==> config.mk <==
export PLATFORM = sky130hd
export DESIGN_NAME = isa_cfg_unlock
export DESIGN_NICKNAME = d
export VERILOG_FILES = /design/src/rtl/isa_cfg_pkg.sv /design/src/rtl/isa_key_matcher.sv /design/src/rtl/isa_cfg_reg.sv /design/src/rtl/isa_window.sv /design/src/rtl/isa_cfg_unlock.sv
export SDC_FILE = /design/constraint.sdc
export NUM_CORES = 1
export LEC_CHECK = 0
export BUFFER_PORTS_ARGS = -buffer_cell sky130_fd_sc_hd__buf_2
export CAP_MARGIN = 20
export CORE_MARGIN = 5
export CORE_UTILIZATION = 45
export CTS_CLUSTER_SIZE = 40
export DETAILED_ROUTE_END_ITERATION = 16
export GPL_TIMING_DRIVEN = 1
export PLACE_DENSITY = 0.74
export RECOVER_POWER = 100
export SLEW_MARGIN = 30
export SYNTH_ARGS = -nofsm -noshare
export SYNTH_HDL_FRONTEND = slang
export SYNTH_SLANG_ARGS = --single-unit
==> constraint.sdc <==
create_clock -name clk -period 3.8 [get_ports clk]
set_clock_uncertainty 0.1 [all_clocks]
set_input_delay 0.19 -clock clk [delete_from_list [all_inputs] [get_ports clk]]
set_output_delay 0.19 -clock clk [all_outputs]
set_load 0.01 [all_outputs]
==> src/rtl/isa_cfg_pkg.sv <==
package isa_cfg_pkg;

  localparam int KEY_LEN = 5;
  localparam int STAGE_W = $clog2(KEY_LEN + 1);
  localparam int IDX_W   = 3;
  localparam int IRQF_W  = 3;

  typedef logic [15:0]        ioaddr_t;
  typedef logic [STAGE_W-1:0] stage_t;

  typedef struct packed {
    logic              en;
    logic [IRQF_W-1:0] irqf;
    logic [IDX_W-1:0]  idx;
  } cfg_t;

  // Expected byte for a key position under the chosen variant.
  function automatic logic [7:0] key_byte(input logic sel, input stage_t pos);
    logic [7:0] b;
    case (pos)
      stage_t'(0): b = sel ? 8'h0F : 8'h59;
      stage_t'(1): b = sel ? 8'h22 : 8'hB9;
      stage_t'(2): b = sel ? 8'hF0 : 8'hC5;
      stage_t'(3): b = sel ? 8'h20 : 8'hAE;
      stage_t'(4): b = sel ? 8'h80 : 8'hA6;
      default:     b = 8'h00;
    endcase
    return b;
  endfunction

  // Base address for a table index in one of the two tables.
  function automatic ioaddr_t base_lookup(input logic sel, input logic [IDX_W-1:0] idx);
    ioaddr_t a;
    if (!sel) begin
      case (idx)
        3'd0: a = 16'h0280;
        3'd1: a = 16'h0290;
        3'd2: a = 16'h0300;
        3'd3: a = 16'h0310;
        3'd4: a = 16'h0330;
        3'd5: a = 16'h0340;
        3'd6: a = 16'h0348;
        default: a = 16'h0350;
      endcase
    end else begin
      case (idx)
        3'd0: a = 16'h0220;
        3'd1: a = 16'h0240;
        3'd2: a = 16'h0280;
        3'd3: a = 16'h02A0;
        3'd4: a = 16'h02C0;
        3'd5: a = 16'h0300;
        3'd6: a = 16'h0320;
        default: a = 16'h0340;
      endcase
    end
    return a;
  endfunction

  // Interrupt field to line number: code 2 stands for line 9.
  function automatic logic [3:0] irq_map(input logic [IRQF_W-1:0] f);
    return (f == 3'd2) ? 4'd9 : {1'b0, f};
  endfunction

  // Offset of an address from a window base (wraps modulo 2^16).
  function automatic ioaddr_t win_offset(input ioaddr_t addr, input ioaddr_t base);
    return addr - base;
  endfunction

endpackage

==> src/rtl/isa_key_matcher.sv <==
module isa_key_matcher
  import isa_cfg_pkg::*;
#(
  parameter logic    KEY_SEL  = 1'b0,
  parameter ioaddr_t KEY_PORT = 16'h0779,
  parameter ioaddr_t CFG_PORT = 16'h0379
) (
  input  logic       clk,
  input  logic       rst_n,
  input  logic       wr,
  input  ioaddr_t    addr,
  input  logic [7:0] wdata,
  output stage_t     stage,
  output logic       cfg_load
);

  localparam stage_t ARMED = stage_t'(KEY_LEN);

  stage_t stage_q, stage_n;
  logic   hit_key, hit_cfg;

  assign hit_key = wr && (addr == KEY_PORT);
  assign hit_cfg = wr && (addr == CFG_PORT);

  always_comb begin
    stage_n  = stage_q;
    cfg_load = 1'b0;
    if (hit_key) begin
      stage_n = (wdata == key_byte(KEY_SEL, stage_t'(0))) ? stage_t'(1) : stage_t'(0);
    end else if (hit_cfg) begin
      if (stage_q == ARMED) begin
        cfg_load = 1'b1;
        stage_n  = stage_t'(0);
      end else if (stage_q != stage_t'(0) && wdata == key_byte(KEY_SEL, stage_q)) begin
        stage_n = stage_t'(stage_q + 1'b1);
      end else begin
        stage_n = stage_t'(0);
      end
    end
  end

  always_ff @(posedge clk or negedge rst_n) begin
    if (!rst_n) stage_q <= stage_t'(0);
    else        stage_q <= stage_n;
  end

  assign stage = stage_q;

endmodule

==> src/rtl/isa_cfg_reg.sv <==
module isa_cfg_reg
  import isa_cfg_pkg::*;
#(
  parameter logic TABLE_SEL = 1'b0
) (
  input  logic       clk,
  input  logic       rst_n,
  input  logic       load,
  input  cfg_t       cfg_in,
  output cfg_t       cfg_q,
  output logic       en,
  output ioaddr_t    base,
  output logic [3:0] irq
);

  always_ff @(posedge clk or negedge rst_n) begin
    if (!rst_n)    cfg_q <= '0;
    else if (load) cfg_q <= cfg_in;
  end

  assign en   = cfg_q.en;
  assign base = cfg_q.en ? base_lookup(TABLE_SEL, cfg_q.idx) : '0;
  assign irq  = cfg_q.en ? irq_map(cfg_q.irqf) : 4'd0;

endmodule

==> src/rtl/isa_window.sv <==
module isa_window
  import isa_cfg_pkg::*;
#(
  parameter int WIN_BYTES = 16,
  parameter int PROBE_OFS = 9
) (
  input  logic       clk,
  input  logic       rst_n,
  input  logic       en,
  input  ioaddr_t    base,
  input  logic       wr,
  input  ioaddr_t    addr,
  input  logic       wbit,
  input  logic       clr,
  output logic       cs,
  output logic       probe_sel,
  output logic [7:0] rdata
);

  localparam ioaddr_t WIN_LIM = ioaddr_t'(WIN_BYTES);
  localparam ioaddr_t PROBE   = ioaddr_t'(PROBE_OFS);

  ioaddr_t off;
  logic    probe_q;

  assign off       = win_offset(addr, base);
  assign cs        = en && (off < WIN_LIM);
  assign probe_sel = cs && (off == PROBE);

  always_ff @(posedge clk or negedge rst_n) begin
    if (!rst_n)                 probe_q <= 1'b0;
    else if (clr)               probe_q <= 1'b0;
    else if (wr && probe_sel)   probe_q <= wbit;
  end

  assign rdata = probe_sel ? {probe_q, 7'b0} : 8'hFF;

endmodule

==> src/rtl/isa_cfg_unlock.sv <==
module isa_cfg_unlock
  import isa_cfg_pkg::*;
#(
  parameter logic    KEY_SEL   = 1'b0,
  parameter logic    TABLE_SEL = 1'b0,
  parameter ioaddr_t KEY_PORT  = 16'h0779,
  parameter ioaddr_t CFG_PORT  = 16'h0379,
  parameter int      WIN_BYTES = 16,
  parameter int      PROBE_OFS = 9
) (
  input  logic        clk,
  input  logic        rst_n,
  input  logic        io_wr,
  input  logic [15:0] io_addr,
  input  logic [7:0]  io_wdata,
  output logic        card_en,
  output logic [15:0] base_addr,
  output logic [3:0]  irq_line,
  output logic        win_cs,
  output logic [7:0]  io_rdata
);

  stage_t key_stage;
  logic   cfg_load;
  cfg_t   cfg_next, cfg_q;
  logic   probe_sel;

  isa_key_matcher #(
    .KEY_SEL (KEY_SEL),
    .KEY_PORT(KEY_PORT),
    .CFG_PORT(CFG_PORT)
  ) u_match (
    .clk     (clk),
    .rst_n   (rst_n),
    .wr      (io_wr),
    .addr    (io_addr),
    .wdata   (io_wdata),
    .stage   (key_stage),
    .cfg_load(cfg_load)
  );

  assign cfg_next = '{en: io_wdata[7], irqf: io_wdata[6:4], idx: io_wdata[2:0]};

  isa_cfg_reg #(.TABLE_SEL(TABLE_SEL)) u_cfg (
    .clk   (clk),
    .rst_n (rst_n),
    .load  (cfg_load),
    .cfg_in(cfg_next),
    .cfg_q (cfg_q),
    .en    (card_en),
    .base  (base_addr),
    .irq   (irq_line)
  );

  isa_window #(.WIN_BYTES(WIN_BYTES), .PROBE_OFS(PROBE_OFS)) u_win (
    .clk      (clk),
    .rst_n    (rst_n),
    .en       (card_en),
    .base     (base_addr),
    .wr       (io_wr),
    .addr     (io_addr),
    .wbit     (io_wdata[7]),
    .clr      (cfg_load),
    .cs       (win_cs),
    .probe_sel(probe_sel),
    .rdata    (io_rdata)
  );

endmodule

==> flow_summary_export.csv <==
group,metric,value,unit
global_routing,track_usage,16.8,%
cts,clkSinkCount,11,
power_and_ir_drop,ir_worst_vdd,0.111,mV
detailed_routing,firstDrtPassIters,5,
cells_and_area,nets,275,
sta,setup_tns,0,ns
detailed_routing,met1_length,1.75,mm
power_and_ir_drop,p_leak,0.000795,uW
sta,slew_viol_final,0,
cts,cts-buffers-inserted,3,
cells_and_area,layout_common_cells,"34 x buf_2, 17 x nor2_1, 17 x inv_1, 15 x clkbuf_1, 13 x o21ai_0",
yosys,synth_area_leaders,"dfrtp_1 18%, ha_1 10%, buf_4 8.0%",
cts,path_clk_slew,0.06,ns
setup_path,cp.arrival,3.22,ns
yosys,synth_cells,195,
sta,rsz0062_at_grt,"false",
cts,cts_tree,"done",
cells_and_area,multiInputGateArea,1040,um^2
detailed_routing,dr_wl_met2,1.80,mm
die,fp.dieW,67.7,um
cts,cts_root_buf,"clkbuf_4",
place,port_buffers,47,
yosys,synth-seq-cells,11,
sta,min_period_over_period,92.5,%
die,initial_utilization,45.6,%
sta,hold_ws,0.109,ns
die,num_rows,21,
global_routing,grt_max_degree,13,
global_routing,grt_pass1_vias,1346,
global_routing,antenna_found_initial,0,
yosys,synth_edf_count,0,
setup_path,crit_path_max_fanout,9,
sta,min_period,3.51,ns
cells_and_area,regArea,275,um^2
setup_path,rr_startpoint,"u_cfg.en",
setup_path,criticalPathCategory,"flip-flop to output port",
yosys,yosys_warnings,0,
cells_and_area,layout_commonest_cell,"buf_2",
setup_path,setup.worst_path.end_class,"output port",
yosys,synth_top_area_share,18.4,%
cts,clk_path_buf_depth,2,
cells_and_area,drive_above_1_share,22.6,%
sta,fmax,0.285,GHz
yosys,yosysTopAreaCell,"dfrtp_1",
setup_path,cp-start-kind,"flip-flop",
global_routing,overflow,0,
yosys,dominantRegCellSynth,"dfrtp_1",
detailed_routing,routed-wl-met3,219,um
place,place.gp.congestion,0.810,
yosys,yosysSeqAreaShare,18.4,%
die,die_area,4580,um^2
detailed_routing,wl_per_cell,13.6,um
hold_path,worstHoldStart,"io_wdata[7]",
yosys,synth_area,1500,um^2
global_routing,grt_pass1_wl,5.95,mm
setup_path,reg2reg_slack,0.78,ns
detailed_routing,drt-initial-drc-count,137,
cts,clock_latency,0.27,ns
setup_path,r2r-end,"u_win.probe_q",
yosys,synth.avg_cell_area,7.67,um^2
yosys,synthArstFlopShare,100,%
cells_and_area,synthToLayoutAreaGrowth,13.7,%
detailed_routing,top_layer,"met4",
job,maxCapViolCount,0,
sta,finalSetupViolCount,0,
die,ioPinCount,57,
sta,maxSlewHeadroom,2.52,%
detailed_routing,wl,3.80,mm
status,status,"finished clean",
hold_path,hold_depth,3,
setup_path,reg2regPathDepth,9,
yosys,netlist-cell-type-count,52,
setup_path,cp.required,3.51,ns
cts,postCtsSetupBuffers,0,
cts,htreeDepth,1,
hold_path,hp-class,"input port to flip-flop",
cells_and_area,antenna_cells,0,
cells_and_area,fill_cells,343,
sta,hold_viol,0,
die,core,3280,um^2
power_and_ir_drop,power_per_cell_area,157,nW/um^2
sta,worst_pin_slew,1.44,ns
die,die_h,67.7,um
detailed_routing,postRouteAntennaNets,0,
place,hpwl,3.08,mm
detailed_routing,viasPerCell,5.47,
detailed_routing,via_count,1532,
detailed_routing,drc,0,
hold_path,whs_endpoint,"u_cfg.en",
## cell type report
class / count / share of cell area (%)
clock buffers: 4 / 1.54
inverters: 17 / 3.75
multi-input cells: 152 / 61.2
flip-flops and latches: 11 / 16.2
well taps: 46 / 3.38
repair buffers: 50 / 14.0
## metal layers
layer	global-route usage [%]	vias up
met5	0	-
met4	4.05	0
met3	3.16	4
met2	26.0	51
met1	23.8	713
li1	-	764
## cells in the mapped netlist, drive strengths merged, types with 2 or more instances
master and n:
clkbuf 6, nor3 4, nor4 5, mux2i 2, nand2b 4, dfrtp 11
ha 12, nand3 8, nand2 12, or4 4, xnor2 4, nand4 3
buf 17, nor2 17, o21ai 13, a22o 2, mux2 7, a21oi 11
inv 17, nor4b 2, o2111ai 2, or2 4
## through the flow
| stage | utilization, % | power (uW) | instance area [um^2] | worst slack (ns) | cells |
|---|---|---|---|---|---|
| 2_1_floorplan | - | 164 | 1530 | 0.394 | 203 |
| 3_3_place_gp | 51.4 | 188 | 1690 | 0.606 | 275 |
| 3_5_place_dp | 51.4 | 188 | 1690 | 0.457 | 275 |
| 4_1_cts | 52.5 | 271 | 1720 | 0.129 | 280 |
| 5_1_grt | 51.8 | 284 | 1700 | 0.0383 | 280 |
| 6_report | 51.8 | 267 | 1700 | 0.286 | 280 |
## registers in the layout, summed over array words and instances, names as in the netlist
register / cells
u_win.probe_q: 1
u_match.stage: 3
u_cfg.cfg_q: 6
u_cfg.en: 1
## worst max path at each step
stage                               from           to  slack [ns]  depth (start not counted)
final                           u_cfg.en  io_rdata[7]        0.29                         10
after global routing            u_cfg.en  io_rdata[7]        0.04                         10
after CTS                 u_cfg.cfg_q[2]  io_rdata[7]        0.13                         12
after detailed placement  u_cfg.cfg_q[2]  io_rdata[7]        0.46                         12
after global placement    u_cfg.cfg_q[2]  io_rdata[7]        0.61                         12
after floorplan                 u_cfg.en  io_rdata[7]        0.39                         11
## what timing repair did
action / 4_1_cts / 5_1_grt
hold buffers: 1 / 0
endpoints found under the setup margin: 0 / 1
resized for setup: 0 / 3
endpoints found under the hold margin: 11 / 0
## where the power goes
| group | total (uW) | switching (uW) | internal [uW] |
|---|---|---|---|
| combinational | 70.0 | 41.8 | 28.2 |
| clock | 79.7 | 39.0 | 40.7 |
| sequential | 117 | 0.00347 | 117 |
| total | 267 | 80.8 | 186 |
## cell families after synthesis
kind of cell             share of synthesized area (%)
XOR/XNOR                                          2.93
buffers and inverters                             14.1
AND/OR/NAND/NOR                                   27.8
adder cells (fa/ha/maj)                           11.4
other                                            0.251
flip-flops                                        18.4
multiplexers                                      6.61
AO/OA/AOI/OAI                                     18.6
## worst max-delay path, stage by stage (launching register included)
cell and delay [ns]:
dfrtp_1 0.35, clkbuf_1 0.34, o21ai_0 0.28, ha_1 0.44, a21oi_1 0.26, o21ai_0 0.14, a311oi_1 0.36, and3_1 0.26
nand3_2 0.13, or2_2 0.29, clkbuf_2 0.13
Note: power is estimated with default switching activity, not from simulation.
